<file path="src/rtl/i2c_phase_timer_pkg.sv">
package i2c_phase_timer_pkg;
  localparam int unsigned FW = 8;  // timing field width

  typedef enum logic [1:0] {
    OP_NONE  = 2'd0,
    OP_BIT   = 2'd1,
    OP_START = 2'd2,
    OP_STOP  = 2'd3
  } op_e;

  typedef enum logic [3:0] {
    PH_IDLE, PH_SR_REL, PH_STA_SU, PH_STA_HD,
    PH_LOW, PH_HIGH, PH_FLT, PH_STO_LOW, PH_STO_SU
  } phase_e;

  typedef struct packed {
    logic [FW-1:0] div;
    logic [FW-1:0] scl_lo;
    logic [FW-1:0] scl_hi;
    logic [FW-1:0] sta_su;
    logic [FW-1:0] sta_hd;
    logic [FW-1:0] sto_su;
    logic [FW-1:0] dat_su;
    logic [FW-1:0] sr_rel;
  } bank_t;
endpackage

</file>
<file path="src/rtl/i2c_phase_timer_presc.sv">
module i2c_phase_timer_presc
  import i2c_phase_timer_pkg::*;
(
  input  logic          clk_i,
  input  logic          rst_ni,
  input  logic          run_i,
  input  logic [FW-1:0] lim_i,
  output logic [FW-1:0] cnt_o,
  output logic          wrap_o
);
  localparam logic [FW-1:0] ONE = FW'(1);

  logic [FW-1:0] cnt_q;

  assign wrap_o = run_i && (cnt_q == lim_i);
  assign cnt_o  = cnt_q;

  always_ff @(posedge clk_i or negedge rst_ni) begin
    if (!rst_ni)      cnt_q <= '0;
    else if (!run_i)  cnt_q <= '0;
    else if (wrap_o)  cnt_q <= '0;
    else              cnt_q <= cnt_q + ONE;
  end
endmodule

</file>
<file path="src/rtl/i2c_phase_timer_seq.sv">
module i2c_phase_timer_seq
  import i2c_phase_timer_pkg::*;
(
  input  logic          clk_i,
  input  logic          rst_ni,
  input  logic [1:0]    op_i,
  input  logic          hs_i,
  input  bank_t         bank_fs_i,
  input  bank_t         bank_hs_i,
  input  logic [FW-1:0] dat_hd_i,
  input  logic [FW-1:0] flt_lim_i,
  input  logic [FW-1:0] pcnt_i,
  input  logic          wrap_i,
  output logic          run_o,
  output logic [FW-1:0] lim_o,
  output logic          ready_o,
  output logic          scl_o,
  output logic          tick_o,
  output logic          drive_o,
  output logic          sample_o,
  output logic          start_o,
  output logic          stop_o
);
  localparam logic [FW-1:0] ONE = FW'(1);

  phase_e        ph_q, ph_first, ph_next;
  logic [FW-1:0] tcnt_q, len;
  bank_t         cfg_q;
  logic [FW-1:0] hd_q, flim_q;
  logic          own_q, own_now, use_hs;
  logic          last, unit_end, accept, entry;
  op_e           op;

  assign op = op_e'(op_i);

  always_comb begin
    unique case (ph_q)
      PH_SR_REL:  len = cfg_q.sr_rel;
      PH_STA_SU:  len = cfg_q.sta_su;
      PH_STA_HD:  len = cfg_q.sta_hd;
      PH_LOW:     len = cfg_q.scl_lo;
      PH_HIGH:    len = cfg_q.scl_hi;
      PH_STO_LOW: len = cfg_q.dat_su;
      PH_STO_SU:  len = cfg_q.sto_su;
      default:    len = '0;
    endcase
  end

  assign last     = wrap_i && (tcnt_q == len);
  assign unit_end = last && (ph_q inside {PH_STA_HD, PH_FLT, PH_STO_SU});
  assign ready_o  = (ph_q == PH_IDLE) || unit_end;
  assign accept   = ready_o && (op != OP_NONE);
  assign own_now  = own_q && !(unit_end && ph_q == PH_STO_SU);
  // a START on a free bus always runs on the fast bank
  assign use_hs   = hs_i && !(op == OP_START && !own_now);

  always_comb begin
    unique case (op)
      OP_START: ph_first = own_now ? PH_SR_REL : PH_STA_SU;
      OP_STOP:  ph_first = PH_STO_LOW;
      default:  ph_first = PH_LOW;
    endcase
  end

  always_comb begin
    unique case (ph_q)
      PH_SR_REL:  ph_next = PH_STA_SU;
      PH_STA_SU:  ph_next = PH_STA_HD;
      PH_LOW:     ph_next = PH_HIGH;
      PH_HIGH:    ph_next = PH_FLT;
      PH_STO_LOW: ph_next = PH_STO_SU;
      default:    ph_next = PH_IDLE;
    endcase
  end

  always_ff @(posedge clk_i or negedge rst_ni) begin
    if (!rst_ni) begin
      ph_q   <= PH_IDLE;
      tcnt_q <= '0;
      cfg_q  <= '0;
      hd_q   <= '0;
      flim_q <= '0;
      own_q  <= 1'b0;
    end else if (accept) begin
      ph_q   <= ph_first;
      tcnt_q <= '0;
      cfg_q  <= use_hs ? bank_hs_i : bank_fs_i;
      hd_q   <= dat_hd_i;
      flim_q <= flt_lim_i;
      own_q  <= (op == OP_START) ? 1'b1 : own_now;
    end else if (unit_end) begin
      ph_q   <= PH_IDLE;
      tcnt_q <= '0;
      own_q  <= own_now;
    end else if (last) begin
      ph_q   <= ph_next;
      tcnt_q <= '0;
    end else if (wrap_i) begin
      tcnt_q <= tcnt_q + ONE;
    end
  end

  assign run_o    = (ph_q != PH_IDLE);
  assign lim_o    = (ph_q == PH_FLT) ? flim_q : cfg_q.div;
  assign entry    = (pcnt_i == '0) && (tcnt_q == '0);
  assign scl_o    = !(ph_q inside {PH_SR_REL, PH_LOW, PH_STO_LOW});
  assign tick_o   = wrap_i && (ph_q != PH_FLT);
  assign drive_o  = (ph_q == PH_LOW) && (pcnt_i == '0) && (tcnt_q == hd_q);
  assign sample_o = (ph_q == PH_HIGH) && entry;
  assign start_o  = (ph_q == PH_STA_HD) && entry;
  assign stop_o   = (ph_q == PH_STO_SU) && last;
endmodule

</file>
<file path="src/rtl/i2c_phase_timer.sv">
module i2c_phase_timer
  import i2c_phase_timer_pkg::*;
#(
  parameter int unsigned WORD_W   = 32,
  parameter int unsigned FLT_BASE = 8,
  parameter int unsigned FLT_W    = 3
) (
  input  logic              clk_i,
  input  logic              rst_ni,
  input  logic [1:0]        op_i,
  input  logic              hs_i,
  input  logic [WORD_W-1:0] fs_word0_i,
  input  logic [WORD_W-1:0] fs_word1_i,
  input  logic [WORD_W-1:0] fs_word2_i,
  input  logic [WORD_W-1:0] hs_word0_i,
  input  logic [WORD_W-1:0] hs_word1_i,
  input  logic [WORD_W-1:0] hs_word2_i,
  input  logic [WORD_W-1:0] hold_word_i,
  input  logic [WORD_W-1:0] conf_word_i,
  output logic              ready_o,
  output logic              scl_o,
  output logic              tick_o,
  output logic              drive_o,
  output logic              sample_o,
  output logic              start_o,
  output logic              stop_o
);
  localparam int unsigned NBANK      = 2;
  localparam int unsigned STA_SU_LSB = 24;
  localparam int unsigned STA_HD_LSB = 16;
  localparam int unsigned STO_SU_LSB = 8;
  localparam int unsigned DAT_SU_LSB = 24;
  localparam int unsigned SCL_LO_LSB = 8;
  localparam int unsigned SCL_HI_LSB = 0;
  localparam int unsigned DIV_LSB    = 16;
  localparam int unsigned SR_LSB     = 0;
  localparam int unsigned HOLD_LSB   = 0;
  localparam int unsigned FLT_LSB    = 16;

  logic [WORD_W-1:0] w0 [NBANK];
  logic [WORD_W-1:0] w1 [NBANK];
  logic [WORD_W-1:0] w2 [NBANK];
  bank_t             bank [NBANK];

  assign w0[0] = fs_word0_i;
  assign w1[0] = fs_word1_i;
  assign w2[0] = fs_word2_i;
  assign w0[1] = hs_word0_i;
  assign w1[1] = hs_word1_i;
  assign w2[1] = hs_word2_i;

  for (genvar b = 0; b < NBANK; b++) begin : g_bank
    assign bank[b] = '{
      div:    w2[b][DIV_LSB    +: FW],
      scl_lo: w1[b][SCL_LO_LSB +: FW],
      scl_hi: w1[b][SCL_HI_LSB +: FW],
      sta_su: w0[b][STA_SU_LSB +: FW],
      sta_hd: w0[b][STA_HD_LSB +: FW],
      sto_su: w0[b][STO_SU_LSB +: FW],
      dat_su: w1[b][DAT_SU_LSB +: FW],
      sr_rel: w2[b][SR_LSB     +: FW]
    };
  end

  logic [FLT_W-1:0] flt;
  logic [FW-1:0]    flt_lim, dat_hd, lim, pcnt;
  logic             run, wrap;

  assign flt     = conf_word_i[FLT_LSB +: FLT_W];
  assign flt_lim = FW'(FLT_BASE - 1) + FW'({flt, 1'b0});
  assign dat_hd  = hold_word_i[HOLD_LSB +: FW];

  logic unused_bits;
  assign unused_bits = ^{w0[0][7:0], w0[1][7:0], w1[0][23:16], w1[1][23:16],
                         w2[0][31:24], w2[0][15:8], w2[1][31:24], w2[1][15:8],
                         hold_word_i[WORD_W-1:FW], conf_word_i[WORD_W-1:FLT_LSB+FLT_W],
                         conf_word_i[FLT_LSB-1:0]};

  i2c_phase_timer_presc u_presc (
    .clk_i  (clk_i),
    .rst_ni (rst_ni),
    .run_i  (run),
    .lim_i  (lim),
    .cnt_o  (pcnt),
    .wrap_o (wrap)
  );

  i2c_phase_timer_seq u_seq (
    .clk_i     (clk_i),
    .rst_ni    (rst_ni),
    .op_i      (op_i),
    .hs_i      (hs_i),
    .bank_fs_i (bank[0]),
    .bank_hs_i (bank[1]),
    .dat_hd_i  (dat_hd),
    .flt_lim_i (flt_lim),
    .pcnt_i    (pcnt),
    .wrap_i    (wrap),
    .run_o     (run),
    .lim_o     (lim),
    .ready_o   (ready_o),
    .scl_o     (scl_o),
    .tick_o    (tick_o),
    .drive_o   (drive_o),
    .sample_o  (sample_o),
    .start_o   (start_o),
    .stop_o    (stop_o)
  );
endmodule

</file>
<file path="config.mk">
export PLATFORM = sky130hd
export DESIGN_NAME = i2c_phase_timer
export DESIGN_NICKNAME = d
export VERILOG_FILES = /design/src/rtl/i2c_phase_timer_pkg.sv /design/src/rtl/i2c_phase_timer_presc.sv /design/src/rtl/i2c_phase_timer_seq.sv /design/src/rtl/i2c_phase_timer.sv
export SDC_FILE = /design/constraint.sdc
export NUM_CORES = 1
export LEC_CHECK = 0
export BUFFER_PORTS_ARGS = -buffer_cell sky130_fd_sc_hd__buf_4
export CAP_MARGIN = 15
export CORE_MARGIN = 5
export CORE_UTILIZATION = 54
export CTS_BUF_LIST = sky130_fd_sc_hd__clkbuf_4 sky130_fd_sc_hd__clkbuf_8
export CTS_CLUSTER_DIAMETER = 200
export CTS_CLUSTER_SIZE = 28
export DETAILED_ROUTE_END_ITERATION = 16
export GPL_TIMING_DRIVEN = 0
export HOLD_SLACK_MARGIN = 0.12
export MAX_ROUTING_LAYER = met4
export PLACE_DENSITY = 0.84
export SLEW_MARGIN = 20
export SYNTH_ARGS = -nofsm -noshare
export SYNTH_HDL_FRONTEND = slang
export SYNTH_SLANG_ARGS = --single-unit
</file>
<file path="constraint.sdc">
create_clock -name clk_i -period 4.1 [get_ports clk_i]
set_input_delay 0.82 -clock clk_i [delete_from_list [all_inputs] [get_ports clk_i]]
set_output_delay 0.82 -clock clk_i [all_outputs]
set_load 0.02 [all_outputs]
</file>
==> impl_metrics.py <==
metrics = {
    "power_and_ir_drop": {
        "leakage_uw": 0.00443,
        "vdd_drop_max_mv": 0.272,
        "power_uw": 4080,
        "power.density_nw_per_um2": 386,
    },
    "final_layout": {
        "ff_latch_area_um2": 2450,
        "multi_input_area_um2": 5550,
        "final_cells": 1367,
        "drive_gt1_share_pct": 29.9,
        "area_growth_pct": 25.5,
        "antenna_cells": 0,
        "final_nets": 1418,
        "n_fill_cell": 1242,
    },
    "sta": {
        "slew_violations": 0,
        "setup_viol": 0,
        "finalHoldViolations": 0,
        "finalCritPeriodShare_pct": 98.9,
        "skew_ns": 0.00833,
        "worstMarginPinSlew_ns": 0.901,
        "slew_headroom_pct": 39.9,
        "fmax_mhz": 247,
        "period_needed_ns": 4.06,
    },
    "logic_synthesis": {
        "yosysMostFrequentCell": "dfrtp_1",
        "synthCells": 951,
        "yosys_register_bits": 98,
        "yosysUniqueCellTypes": 66,
        "synth-seq-area-share_pct": 29.2,
        "ys_top_cells_by_area": "dfrtp_1, a311oi_1, mux2_2",
        "ys.warnings.count": 0,
        "syn_avg_cell_area_um2": 8.84,
        "syn_area_um2": 8410,
        "syn_nets": 1217,
        "yosysTopAreaCellShare_pct": 29.2,
        "synth_area_leader_cell": "dfrtp_1",
        "synth-edff-count": 0,
        "synth_common_cells": "dfrtp_1, clkbuf_1, nand3_1",
        "synth-async-reset-ratio_pct": 100,
        "synth_ff_type": "dfrtp_1",
    },
    "cts": {
        "clock_latency_ns": 0.39,
        "cts_tree": "built",
        "path_clk_slew_ns": 0.10,
        "cts.sinks": 98,
        "htreeDepth": 3,
        "clk_path_buf_depth": 2,
        "cts_made_buffers": 9,
        "cts_hold_buf": 0,
        "cts-root-buf": "clkbuf_8",
    },
    "placed_design": {
        "hpwl_um": 20300,
        "dp.cells": 1311,
        "gp_congestion": 0.987,
        "port_buffers": 149,
    },
    "critical_path": {
        "crit_chain": "buf_6, buf_12, mux2i_4, o2bb2ai_2, or4_4, a222oi_1, buf_4, nand3_2, or3_4, and3_4, inv_2, buf_6",
        "start_kind": "flip-flop",
        "critPathRequiredTime_ns": 3.28,
        "max_stage_delay_ns": 0.51,
        "worst_setup_path_end_kind": "output pin",
        "cpMostUsedCell": "buf_6",
        "critPathArrivalTime_ns": 3.24,
        "path_class": "flip-flop to output pin",
        "path_max_fanout": 8,
        "cpMaxStageDelayCell": "or4_4",
    },
    "floorplan": {
        "dieArea_um2": 18200,
        "die_h_um": 135,
        "die_x_um": 135,
        "rows": 45,
        "start_util_pct": 55.1,
        "io_pins": 268,
        "core-area_um2": 15300,
    },
    "detailed_routing": {
        "drc": 0,
        "vias_per_cell": 6.65,
        "wl_per_cell_um": 21.1,
        "dr.pass1.iters": 5,
        "final_antenna_net_count": 0,
        "routed_wl_um": 28800,
        "drt-initial-drc-count": 956,
        "via_count": 9084,
    },
    "global_routing": {
        "grtUsageTotal_pct": 31.4,
        "grt_max_degree": 99,
        "grt_first_pass_wirelength_um": 44400,
        "overflow": 0,
        "grt_pass1_vias": 8550,
        "antenna_found_initial": 0,
    },
    "job": {
        "drv_cap": 0,
    },
    "min_path": {
        "hold_path_class": "primary input to asynchronous set/reset pin",
    },
    "status": {
        "outcome": "finished clean",
    },
}
==> registers in the layout, indices dropped and copies added (netlist names) <==
name,cells
u_seq.cfg_q,64
u_presc.cnt_o,8
u_seq.hd_q,8
u_seq.tcnt_q,8
u_seq.flim_q,5
u_seq.ph_q,4
u_seq.own_q,1
==> critical path, delay by kind of cell, from the launching register on <==
family	cells	cell delay [ns]
compound gates	2	0.39
flops	1	0.36
buf+inv	5	0.64
simple gates	4	1.17
mux	1	0.27
==> report_power, final <==
group	internal, µW	switching (µW)
Sequential	1180	218
Clock	294	348
Combinational	1040	994
==> kinds of logic after synthesis <==
logic type / share of synthesized area [%]
and+or+nand+nor: 28.4
AOI/OAI and AO/OA: 19.1
buffers and inverters: 7.08
DFF: 29.2
muxes: 12.9
xor gates and xnor gates: 2.60
adders and majority gates: 0.744
==> layer usage <==
| metal | vias to the layer above | part of all wire [%] | track usage [%] |
|---|---|---|---|
| li1 | 4091 | - | - |
| met2 | 552 | 46 | 48.1 |
| met4 | 0 | 4.8 | 12.7 |
| met5 | - | 0 | - |
| met3 | 122 | 8.9 | 6.37 |
| met1 | 4319 | 41 | 41.0 |
==> per-stage QoR <==
| step | setup slack [ns] | hold WS [ns] | cell area (µm²) | TNS (ns) | util, % |
|---|---|---|---|---|---|
| after detailed placement | 0.112 | 0.496 | 9800 | 0 | 64.2 |
| final | 0.0435 | 0.505 | 10600 | 0 | 69.2 |
| after floorplan | 0.664 | 0.462 | 8410 | 0 | - |
| after CTS | 0.0237 | 0.517 | 10300 | 0 | 67.6 |
| after global routing | -0.0186 | 0.534 | 10600 | -0.0335 | 69.2 |
| after global placement | 0.109 | 0.491 | 9790 | 0 | 64.2 |
==> layout by cell type (no fill, tap or decap), types with 19 or more instances in the layout <==
cell type  instances
a311oi_1          65
and3_1            71
nor2b_1           65
dfrtp_1           97
mux2_2            45
buf_4            196
clkbuf_1          79
nand4_1           66
mux2_4            30
o211ai_1          66
nand3_1           81
nor2_1            19
==> final cells by class <==
type	count	share of cell area [%]
clock buffers	10	1.30
plain buffers	114	5.59
inverters	18	0.640
clock inverters	5	0.510
well taps	211	2.50
multi-input cells	721	52.6
flip-flops and latches	98	23.2
repair buffers	190	13.7
==> final timing paths <==
kind | startpoint | endpoint | slack (ns) | cells after the start
setup / recovery | u_seq.ph_q[2] | ready_o | 0.04 | 12
hold / removal | rst_ni | u_seq.hd_q[4] | 0.51 | 1
setup reg to reg | u_seq.ph_q[3] | u_seq.ph_q[3] | 0.09 | 27
hold reg to reg | u_seq.flim_q[0] | u_seq.flim_q[0] | 0.52 | 1
max in group asynchronous | rst_ni | u_seq.ph_q[0] | 2.94 | 1
min in group clk_i | u_seq.flim_q[0] | u_seq.flim_q[0] | 0.52 | 1
==> what timing repair did <==
item	in CTS	in global routing
setup endpoints to repair	2	27
hold endpoints to repair	0	0
pin swaps	3	13
setup buffers	30	14
resized for setup	24	41
(Power assumes the default switching activity.)
